<file path="src/rtl/anyreg_pkg.sv">
package anyreg_pkg;
    typedef enum logic [2:0] {
        ST_IDLE,
        ST_WEN,
        ST_GAP,
        ST_XFER,
        ST_FINISH
    } seq_state_e;

    localparam logic [7:0] OPC_REG_RD = 8'h65;
    localparam logic [7:0] OPC_REG_WR = 8'h71;
    localparam logic [7:0] OPC_WEN    = 8'h06;
endpackage

</file>
<file path="src/rtl/anyreg_tick.sv">
// Half-period strobe for SCLK: one pulse every DIV clocks while enabled.
module anyreg_tick #(
    parameter int DIV = 2
) (
    input  logic clk,
    input  logic rst_n,
    input  logic en,
    output logic tick
);
    localparam int CW = (DIV > 1) ? $clog2(DIV) : 1;

    logic [CW-1:0] cnt;

    assign tick = en && (cnt == CW'(DIV - 1));

    always_ff @(posedge clk or negedge rst_n) begin
        if (!rst_n) begin
            cnt <= '0;
        end else if (!en || tick) begin
            cnt <= '0;
        end else begin
            cnt <= cnt + 1'b1;
        end
    end
endmodule

</file>
<file path="src/rtl/anyreg_merge.sv">
// Rebuilds the register byte from the last captured bits and the
// sub-byte part of the dummy count.
module anyreg_merge (
    input  logic [15:0] pair,
    input  logic [2:0]  rem,
    output logic [7:0]  value
);
    logic [15:0] shifted;

    always_comb begin
        shifted = pair << rem;
        if (rem == 3'd0) begin
            value = pair[7:0];
        end else begin
            value = shifted[15:8];
        end
    end
endmodule

</file>
<file path="src/rtl/anyreg_spi_seq.sv">
module anyreg_spi_seq #(
    parameter int CLK_DIV  = 2,
    parameter int DUMMY_W  = 5,
    parameter int GAP_SCLK = 2
) (
    input  logic               clk,
    input  logic               rst_n,
    input  logic               start,
    input  logic               op_wr,
    input  logic [31:0]        reg_addr,
    input  logic [7:0]         wdata,
    input  logic [DUMMY_W-1:0] dummy,
    output logic [7:0]         rdata,
    output logic               done,
    output logic               busy,
    output logic               sclk,
    output logic               cs_n,
    output logic               mosi,
    input  logic               miso
);
    import anyreg_pkg::*;

    localparam int ADDR_W    = 32;
    localparam int HDR_BITS  = 8 + ADDR_W;
    localparam int TX_W      = HDR_BITS + 8;
    localparam int MAX_BITS  = HDR_BITS + (1 << DUMMY_W) + 16;
    localparam int CNT_W     = $clog2(MAX_BITS + 1);
    localparam int GAP_TICKS = 2 * GAP_SCLK;
    localparam int GW        = $clog2(GAP_TICKS + 1);

    seq_state_e state, state_nx;

    logic               tick;
    logic               wr_q;
    logic [ADDR_W-1:0]  addr_q;
    logic [7:0]         wdata_q;
    logic [DUMMY_W-1:0] dummy_q;
    logic [TX_W-1:0]    txsr;
    logic [15:0]        rxsr;
    logic [CNT_W-1:0]   bitcnt;
    logic [CNT_W-1:0]   nbits;
    logic [CNT_W-1:0]   rd_bits;
    logic [GW-1:0]      gcnt;
    logic               sclk_q;
    logic               cs_q;
    logic [7:0]         rdata_q;
    logic               done_q;
    logic [7:0]         merged;
    logic               in_frame;
    logic               last_fall;
    logic               gap_last;

    anyreg_tick #(.DIV(CLK_DIV)) u_tick (
        .clk   (clk),
        .rst_n (rst_n),
        .en    (state != ST_IDLE),
        .tick  (tick)
    );

    anyreg_merge u_merge (
        .pair  (rxsr),
        .rem   (dummy_q[2:0]),
        .value (merged)
    );

    // Frame length of a read: header, whole dummy bytes, one or two data bytes.
    always_comb begin
        rd_bits = CNT_W'(HDR_BITS) + (CNT_W'(dummy) & ~CNT_W'(7))
                + ((dummy[2:0] != 3'd0) ? CNT_W'(16) : CNT_W'(8));
    end

    assign in_frame  = (state == ST_WEN) || (state == ST_XFER);
    assign last_fall = in_frame && tick && sclk_q && (bitcnt == nbits - 1'b1);
    assign gap_last  = tick && (gcnt == GW'(GAP_TICKS - 1));

    // Next-state logic
    always_comb begin
        state_nx = state;
        unique case (state)
            ST_IDLE:   if (start) state_nx = op_wr ? ST_WEN : ST_XFER;
            ST_WEN:    if (last_fall) state_nx = ST_GAP;
            ST_GAP:    if (gap_last) state_nx = ST_XFER;
            ST_XFER:   if (last_fall) state_nx = ST_FINISH;
            ST_FINISH: if (gap_last) state_nx = ST_IDLE;
            default:   state_nx = ST_IDLE;
        endcase
    end

    // State register
    always_ff @(posedge clk or negedge rst_n) begin
        if (!rst_n) begin
            state <= ST_IDLE;
        end else begin
            state <= state_nx;
        end
    end

    // Datapath and outputs
    always_ff @(posedge clk or negedge rst_n) begin
        if (!rst_n) begin
            wr_q    <= 1'b0;
            addr_q  <= '0;
            wdata_q <= '0;
            dummy_q <= '0;
            txsr    <= '0;
            rxsr    <= '0;
            bitcnt  <= '0;
            nbits   <= '0;
            gcnt    <= '0;
            sclk_q  <= 1'b0;
            cs_q    <= 1'b1;
            rdata_q <= '0;
            done_q  <= 1'b0;
        end else begin
            done_q <= 1'b0;
            unique case (state)
                ST_IDLE: begin
                    if (start) begin
                        wr_q    <= op_wr;
                        addr_q  <= reg_addr;
                        wdata_q <= wdata;
                        dummy_q <= dummy;
                        cs_q    <= 1'b0;
                        sclk_q  <= 1'b0;
                        bitcnt  <= '0;
                        gcnt    <= '0;
                        if (op_wr) begin
                            txsr  <= {OPC_WEN, {(TX_W-8){1'b0}}};
                            nbits <= CNT_W'(8);
                        end else begin
                            txsr  <= {OPC_REG_RD, reg_addr, 8'h00};
                            nbits <= rd_bits;
                        end
                    end
                end
                ST_WEN, ST_XFER: begin
                    if (tick) begin
                        if (!sclk_q) begin
                            sclk_q <= 1'b1;
                            rxsr   <= {rxsr[14:0], miso};
                        end else begin
                            sclk_q <= 1'b0;
                            txsr   <= txsr << 1;
                            bitcnt <= bitcnt + 1'b1;
                            if (last_fall) begin
                                cs_q   <= 1'b1;
                                bitcnt <= '0;
                                gcnt   <= '0;
                            end
                        end
                    end
                end
                ST_GAP: begin
                    if (tick) begin
                        gcnt <= gcnt + 1'b1;
                        if (gap_last) begin
                            gcnt  <= '0;
                            cs_q  <= 1'b0;
                            txsr  <= {OPC_REG_WR, addr_q, wdata_q};
                            nbits <= CNT_W'(TX_W);
                        end
                    end
                end
                ST_FINISH: begin
                    if (tick) begin
                        gcnt <= gcnt + 1'b1;
                        if (gap_last) begin
                            gcnt   <= '0;
                            done_q <= 1'b1;
                            if (!wr_q) rdata_q <= merged;
                        end
                    end
                end
                default: ;
            endcase
        end
    end

    assign busy  = (state != ST_IDLE);
    assign done  = done_q;
    assign rdata = rdata_q;
    assign sclk  = sclk_q;
    assign cs_n  = cs_q;
    assign mosi  = txsr[TX_W-1];
endmodule

</file>
<file path="config.mk">
export PLATFORM = sky130hd
export DESIGN_NAME = anyreg_spi_seq
export DESIGN_NICKNAME = d
export VERILOG_FILES = /design/src/rtl/anyreg_pkg.sv /design/src/rtl/anyreg_tick.sv /design/src/rtl/anyreg_merge.sv /design/src/rtl/anyreg_spi_seq.sv
export SDC_FILE = /design/constraint.sdc
export NUM_CORES = 1
export LEC_CHECK = 0
export BUFFER_PORTS_ARGS = -buffer_cell sky130_fd_sc_hd__buf_4
export CORE_ASPECT_RATIO = 0.7
export CORE_MARGIN = 8
export CORE_UTILIZATION = 29
export DETAILED_ROUTE_END_ITERATION = 7
export SYNTH_ARGS = -nofsm -noshare
export SYNTH_HDL_FRONTEND = slang
export SYNTH_SLANG_ARGS = --single-unit
export TNS_END_PERCENT = 50
</file>
<file path="constraint.sdc">
create_clock -name clk -period 3.8 [get_ports clk]
set_input_delay 1.14 -clock clk [delete_from_list [all_inputs] [get_ports clk]]
set_output_delay 1.14 -clock clk [all_outputs]
set_load 0.05 [all_outputs]
</file>
# [Word-level counts from Yosys, hierarchy flattened]
# Cells that the tools add are included.
[word_totals] register_bits=140 latchBits=0 ramBits=0 rom_bits=0 in_bits=50 word_cells=115 n_memories=0
[op_classes] add_sub_neg=6 mul=0 div_mod_pow=0 order_cmp=0 eq_ne=16 shift=1 mux=47 bitwise_logic=2 n_reduce_logical=28
[ops] operator="$mux W48" n=5
[ops] operator="$pmux W48 S3" n=1
[ops] operator="$mux W7" n=8
[ops] operator="$mux W47" n=1
[ops] operator="$mux W3" n=11
[ops] operator="$pmux W7 S2" n=2
[ops] operator="$ne A2 B2 Y1 const B" n=9
[ops] operator="$shl A16 B3 Y16" n=1
[ops] operator="$pmux W3 S5" n=1
[ops] operator="$mux W1" n=12
[ops] operator="$reduce_and A4 Y1" n=3
[ops] operator="$reduce_and A6 Y1" n=2
[ops] operator="$reduce_bool A3 Y1" n=4
[ops] operator="$eq A3 B2 Y1 const B" n=3
[ops] operator="$pmux W3 S3" n=1
[ops] operator="$mux W8" n=1
[ops] operator="$add A6 B5 Y7 const A" n=1
[ops] operator="$add A7 B1 Y7 const B" n=1
[ops] operator="$add A7 B5 Y7" n=1
[ops] operator="$eq A7 B7 Y1" n=1
[ops] operator="$reduce_and A7 Y1" n=1
[ops] operator="$sub A7 B1 Y7 const B" n=1
[ops] operator="$logic_not A3 Y1" n=2
[ops] operator="$reduce_and A3 Y1" n=2
[ops] operator="17 further kinds" n=25

# [Depth between registers and ports, before layout]
[depth] depth_word=9 ltp_mapped=8 ltp_nobuf=7

# [Modules after synthesis]
# Synthesis repeated with hierarchy kept, for this count alone.
[hier_totals] cells_unflattened=552 area_unflattened_um2=6452.4
[modules_own_cells] mod="anyreg_spi_seq" n_inst=1 cells_per_inst=495 area_each_um2=5929.4
[modules_own_cells] mod="anyreg_merge" n_inst=1 cells_per_inst=54 area_each_um2=481.7
[modules_own_cells] mod="anyreg_tick" n_inst=1 cells_per_inst=3 area_each_um2=41.3

# [Least setup slack after synthesis]
# No wires, ideal clock.
[synth_path] path_kind="input to register" from="input port dummy[1]" to="register nbits[6]" arrival_time_ns=2.327 t_required_ns=3.675 setup_slack_ns=1.348 path_stages=4 n_path_buf=0 path_cell_list="or3_1 -> fa_1 -> nor3b_1 -> mux2_2"
[synth_via] elab_chain_len=6
[synth_lines] element="start, declared" line_no="anyreg_spi_seq.sv:12" source="input logic [DUMMY_W-1:0] dummy,"
[synth_lines] element="$reduce_bool A3 Y1" line_no="anyreg_spi_seq.sv:69" source="+ ((dummy[2:0] != 3'd0) ? CNT_W'(16) : CNT_W'(8));"
[synth_lines] element="$mux W5" line_no="anyreg_spi_seq.sv:69"
[synth_lines] element="$add A7 B5 Y7" line_no="anyreg_spi_seq.sv:69"
[synth_lines] element="$mux W7" line_no="anyreg_spi_seq.sv:127" source="if (op_wr) begin"
[synth_lines] element="$mux W7" line_no="anyreg_spi_seq.sv:118" source="if (start) begin"
[synth_lines] element="$pmux W7 S2" line_no="anyreg_spi_seq.sv:116" source="unique case (state)"
[synth_lines] element="end signal, assigned" line_no="anyreg_spi_seq.sv:132" source="nbits <= rd_bits;"
[synth_lines] element="end signal, assigned" line_no="anyreg_spi_seq.sv:160" source="nbits <= CNT_W'(TX_W);"
[synth_lines] element="end, declared" line_no="anyreg_spi_seq.sv:41" source="logic [CNT_W-1:0] nbits;"
# Every way passes these cells. The select of a mux whose other input is x is not followed.
# A chain may end at the register's enable or synchronous reset.

# [Worst setup path after layout]
[layout_path] from="register state[2]" to="output port busy"
[layout_via] elab_chain_len=1
[layout_lines] element="start, declared" line_no="anyreg_spi_seq.sv:31" source="seq_state_e state, state_nx;"
[layout_lines] element="start signal, assigned" line_no="anyreg_spi_seq.sv:94" source="state <= state_nx;"
[layout_lines] element="$reduce_bool A3 Y1" line_no="anyreg_spi_seq.sv:179" source="assign busy = (state != ST_IDLE);"
[layout_lines] element="end, declared" line_no="anyreg_spi_seq.sv:15" source="output logic busy,"
# Every way passes these cells.

==> flow_metrics.env <==
export IMPL_vias_per_cell=5.05
export IMPL_fmax_mhz=349
export IMPL_fillCellCount=2147
export IMPL_crit_end="busy"
export IMPL_synth_main_ff_cell="dfrtp_1"
export IMPL_dpl_worst_slack_ns=1.05
export IMPL_yosysUniqueCellTypes=56
export IMPL_io_pins=63
export IMPL_drv_cap=0
export IMPL_syn_num_nets=589
export IMPL_syn_to_final_growth_pct=21.6
export IMPL_critPathMaxFanout=19
export IMPL_diodes=0
export IMPL_worstRegToRegCells=5
export IMPL_start_util_pct=29.4
export IMPL_finClkSkew_ns=0.00949
export IMPL_required_ns=2.66
export IMPL_grt_max_degree=73
export IMPL_clock_sinks=136
export IMPL_arrival_ns=1.73
export IMPL_cts_root_buf="clkbuf_16"
export IMPL_synth_top_area_share_pct=53.4
export IMPL_cts_resized_gates=0
export IMPL_cts_tree="yes"
export IMPL_grt_pass1_vias=4347
export IMPL_synthesis_area_mm2=0.00633
export IMPL_cts_hold_fix_buffers=0
export IMPL_avgSynthCellArea_um2=11.9
export IMPL_grtUsageTotal_pct=11.5
export IMPL_slew_headroom_pct=31.6
export IMPL_grt_met1_usage_pct=16.7
export IMPL_start_kind="flop"
export IMPL_period_minus_slack_ns=2.87
export IMPL_drc=2
export IMPL_setup_tns_ns=0
export IMPL_grt_pass1_wl_mm=24.4
export IMPL_violations="DRC"
export IMPL_ant_nets=0
export IMPL_first_iter_violations=498
export IMPL_worstSetupPathType="reg2out"
export IMPL_yosysTopAreaCell="dfrtp_1"
export IMPL_setup_slack_ns=0.934
export IMPL_clk_insertion_delay_late_ns=0.43
export IMPL_numCtsBuffers=17
export IMPL_drt_pass1_iterations=8
export IMPL_synth_common_cells="dfrtp_1, mux2_2, nor2_1, a21oi_1, a222oi_1"
export IMPL_core_area_mm2=0.0216
export IMPL_hold_viol_final=0
export IMPL_rsz0062_at_grt="false"
export IMPL_gr_total_overflow=0
export IMPL_path_clk_slew_ns=0.06
export IMPL_status="complete, but fails checks"
export IMPL_worst_pin_slew_ns=1.03
export IMPL_ys_top_cells_by_area="dfrtp_1, mux2_2, a222oi_1, a21oi_1, nor2_1"
export IMPL_cp_startpoint="state[2]"
export IMPL_ir_drop_uv=407
export IMPL_finalSetupViolations=0
export IMPL_r2r_slack_ns=1.42
export IMPL_hold_class="reg2reg"
export IMPL_die_area_mm2=0.0269
export IMPL_yosysMostFrequentCell="dfrtp_1"
export IMPL_rows=45
export IMPL_antenna_found_initial=0
export IMPL_wire_per_inst_um=17.1
export IMPL_multi_input_area_mm2=0.00270
export IMPL_htreeDepth=4
export IMPL_leakagePower_nw=3.38
export IMPL_ys_seq_elements=136
export IMPL_power_density_mw_per_mm2=874
export IMPL_top_usage_layer="met1"
export IMPL_die_w_um=193
export IMPL_wl_mm=15.0
export IMPL_clockBufferDepth=2
export IMPL_worstReg2RegStart="state[2]"
export IMPL_gr_usage_met3_pct=4.42
export IMPL_synth_async_sr_flop_share_pct=100
export IMPL_io_buffers=62
export IMPL_die_h_um=140
export IMPL_timing_rr_end="bitcnt[0]"
export IMPL_vias=4432
export IMPL_hpwlAfterDp_mm=9.38
export IMPL_synth_edf_count=0
export IMPL_period_share_pct=75.4
export IMPL_final_nets=638
export IMPL_synth_warnings=0
export IMPL_slew_viol_final=0
export IMPL_yosysSeqAreaShare_pct=53.8
export IMPL_syn_inst=534
export IMPL_use_met2_pct=15.2
export IMPL_layout_area_seq_mm2=0.00340
export IMPL_gp_congestion=0.761
export IMPL_drive_gt1_share_pct=30.7
export IMPL_cp_end_kind="output pin"
export IMPL_post_cts_buffers=0
[critical path, stage by stage (launching register included)]
cell     delay [ns]
dfrtp_1        0.65
or3_1          0.45
buf_4          0.20
[worst min path at each step]
stage / start / end / slack [ns] / cells past startpoint
CTS: bitcnt[1] / bitcnt[1] / 0.50 / 2
finish: bitcnt[1] / bitcnt[1] / 0.50 / 2
global placement: bitcnt[1] / bitcnt[1] / 0.48 / 2
floorplan: bitcnt[1] / bitcnt[1] / 0.46 / 2
global route: addr_q[29] / addr_q[29] / 0.52 / 1
detailed placement: bitcnt[1] / bitcnt[1] / 0.48 / 2
[metrics by stage]
| stage | total power [W] | std cells | hold WS (ns) | utilization [%] | area (um^2) |
|---|---|---|---|---|---|
| 4_1_cts | 0.00680 | 878 | 0.496 | 35.7 | 7700 |
| 2_1_floorplan | 0.00440 | 534 | 0.457 | - | 6330 |
| 6_report | 0.00673 | 878 | 0.500 | 35.7 | 7700 |
| 3_3_place_gp | 0.00500 | 846 | 0.477 | 32.9 | 7100 |
| 5_1_grt | 0.00721 | 878 | 0.521 | 35.7 | 7700 |
| 3_5_place_dp | 0.00507 | 846 | 0.484 | 32.9 | 7100 |
[logic make-up after synthesis]
family | Yosys count | share of synthesized area, %
flops | 136 | 53.8
simple gates | 107 | 8.28
fa+ha+maj | 5 | 1.11
compound gates | 131 | 14.4
xor+xnor | 8 | 1.11
mux | 92 | 17.4
buf+inv | 55 | 3.89
[final cells by class]
cell class / instances / area share (%)
Timing Repair Buffer: 71 / 7.62
Tap cell: 282 / 4.58
Sequential cell: 136 / 44.2
Inverter: 14 / 0.683
Clock buffer: 21 / 5.85
Multi-Input combinational cell: 343 / 35.1
Clock inverter: 11 / 1.93
[cells in the final DEF, fill, tap and decap left out, types with 4 or more instances in the layout]
cell          n
mux2_2       61
a21oi_1      52
clkbuf_16    17
buf_4        66
nand3_1       6
xnor2_1       7
mux2i_1      22
ha_1          4
buf_12        4
a222oi_1     32
inv_1        14
o21ai_0      13
clkinvlp_4    6
a22oi_1       8
mux4_2        8
dfrtp_1     135
nand2_1       6
nor2b_1       6
a22o_1        4
nor2_1       59
[report_power, final]
group | switching (W) | internal, W | total, W
sequential | 0.000501 | 0.00206 | 0.00256
combinational | 0.00127 | 0.00121 | 0.00248
clock | 0.000640 | 0.00105 | 0.00169
[sequential cells by signal (all words and copies together), names as in the netlist, 3 cells and up]
register / cells
wdata_q: 8
nbits: 4
bitcnt: 7
addr_q: 32
txsr: 48
rdata: 8
dummy_q: 3
gcnt: 3
state: 3
rxsr: 15
[metal layers]
metal,vias up,share of wire (%)
met5,-,0
met4,0,1.3
met3,18,7.2
met2,114,41
met1,2220,50
li1,2080,-
No activity file was read; power rests on OpenSTA's default activity.
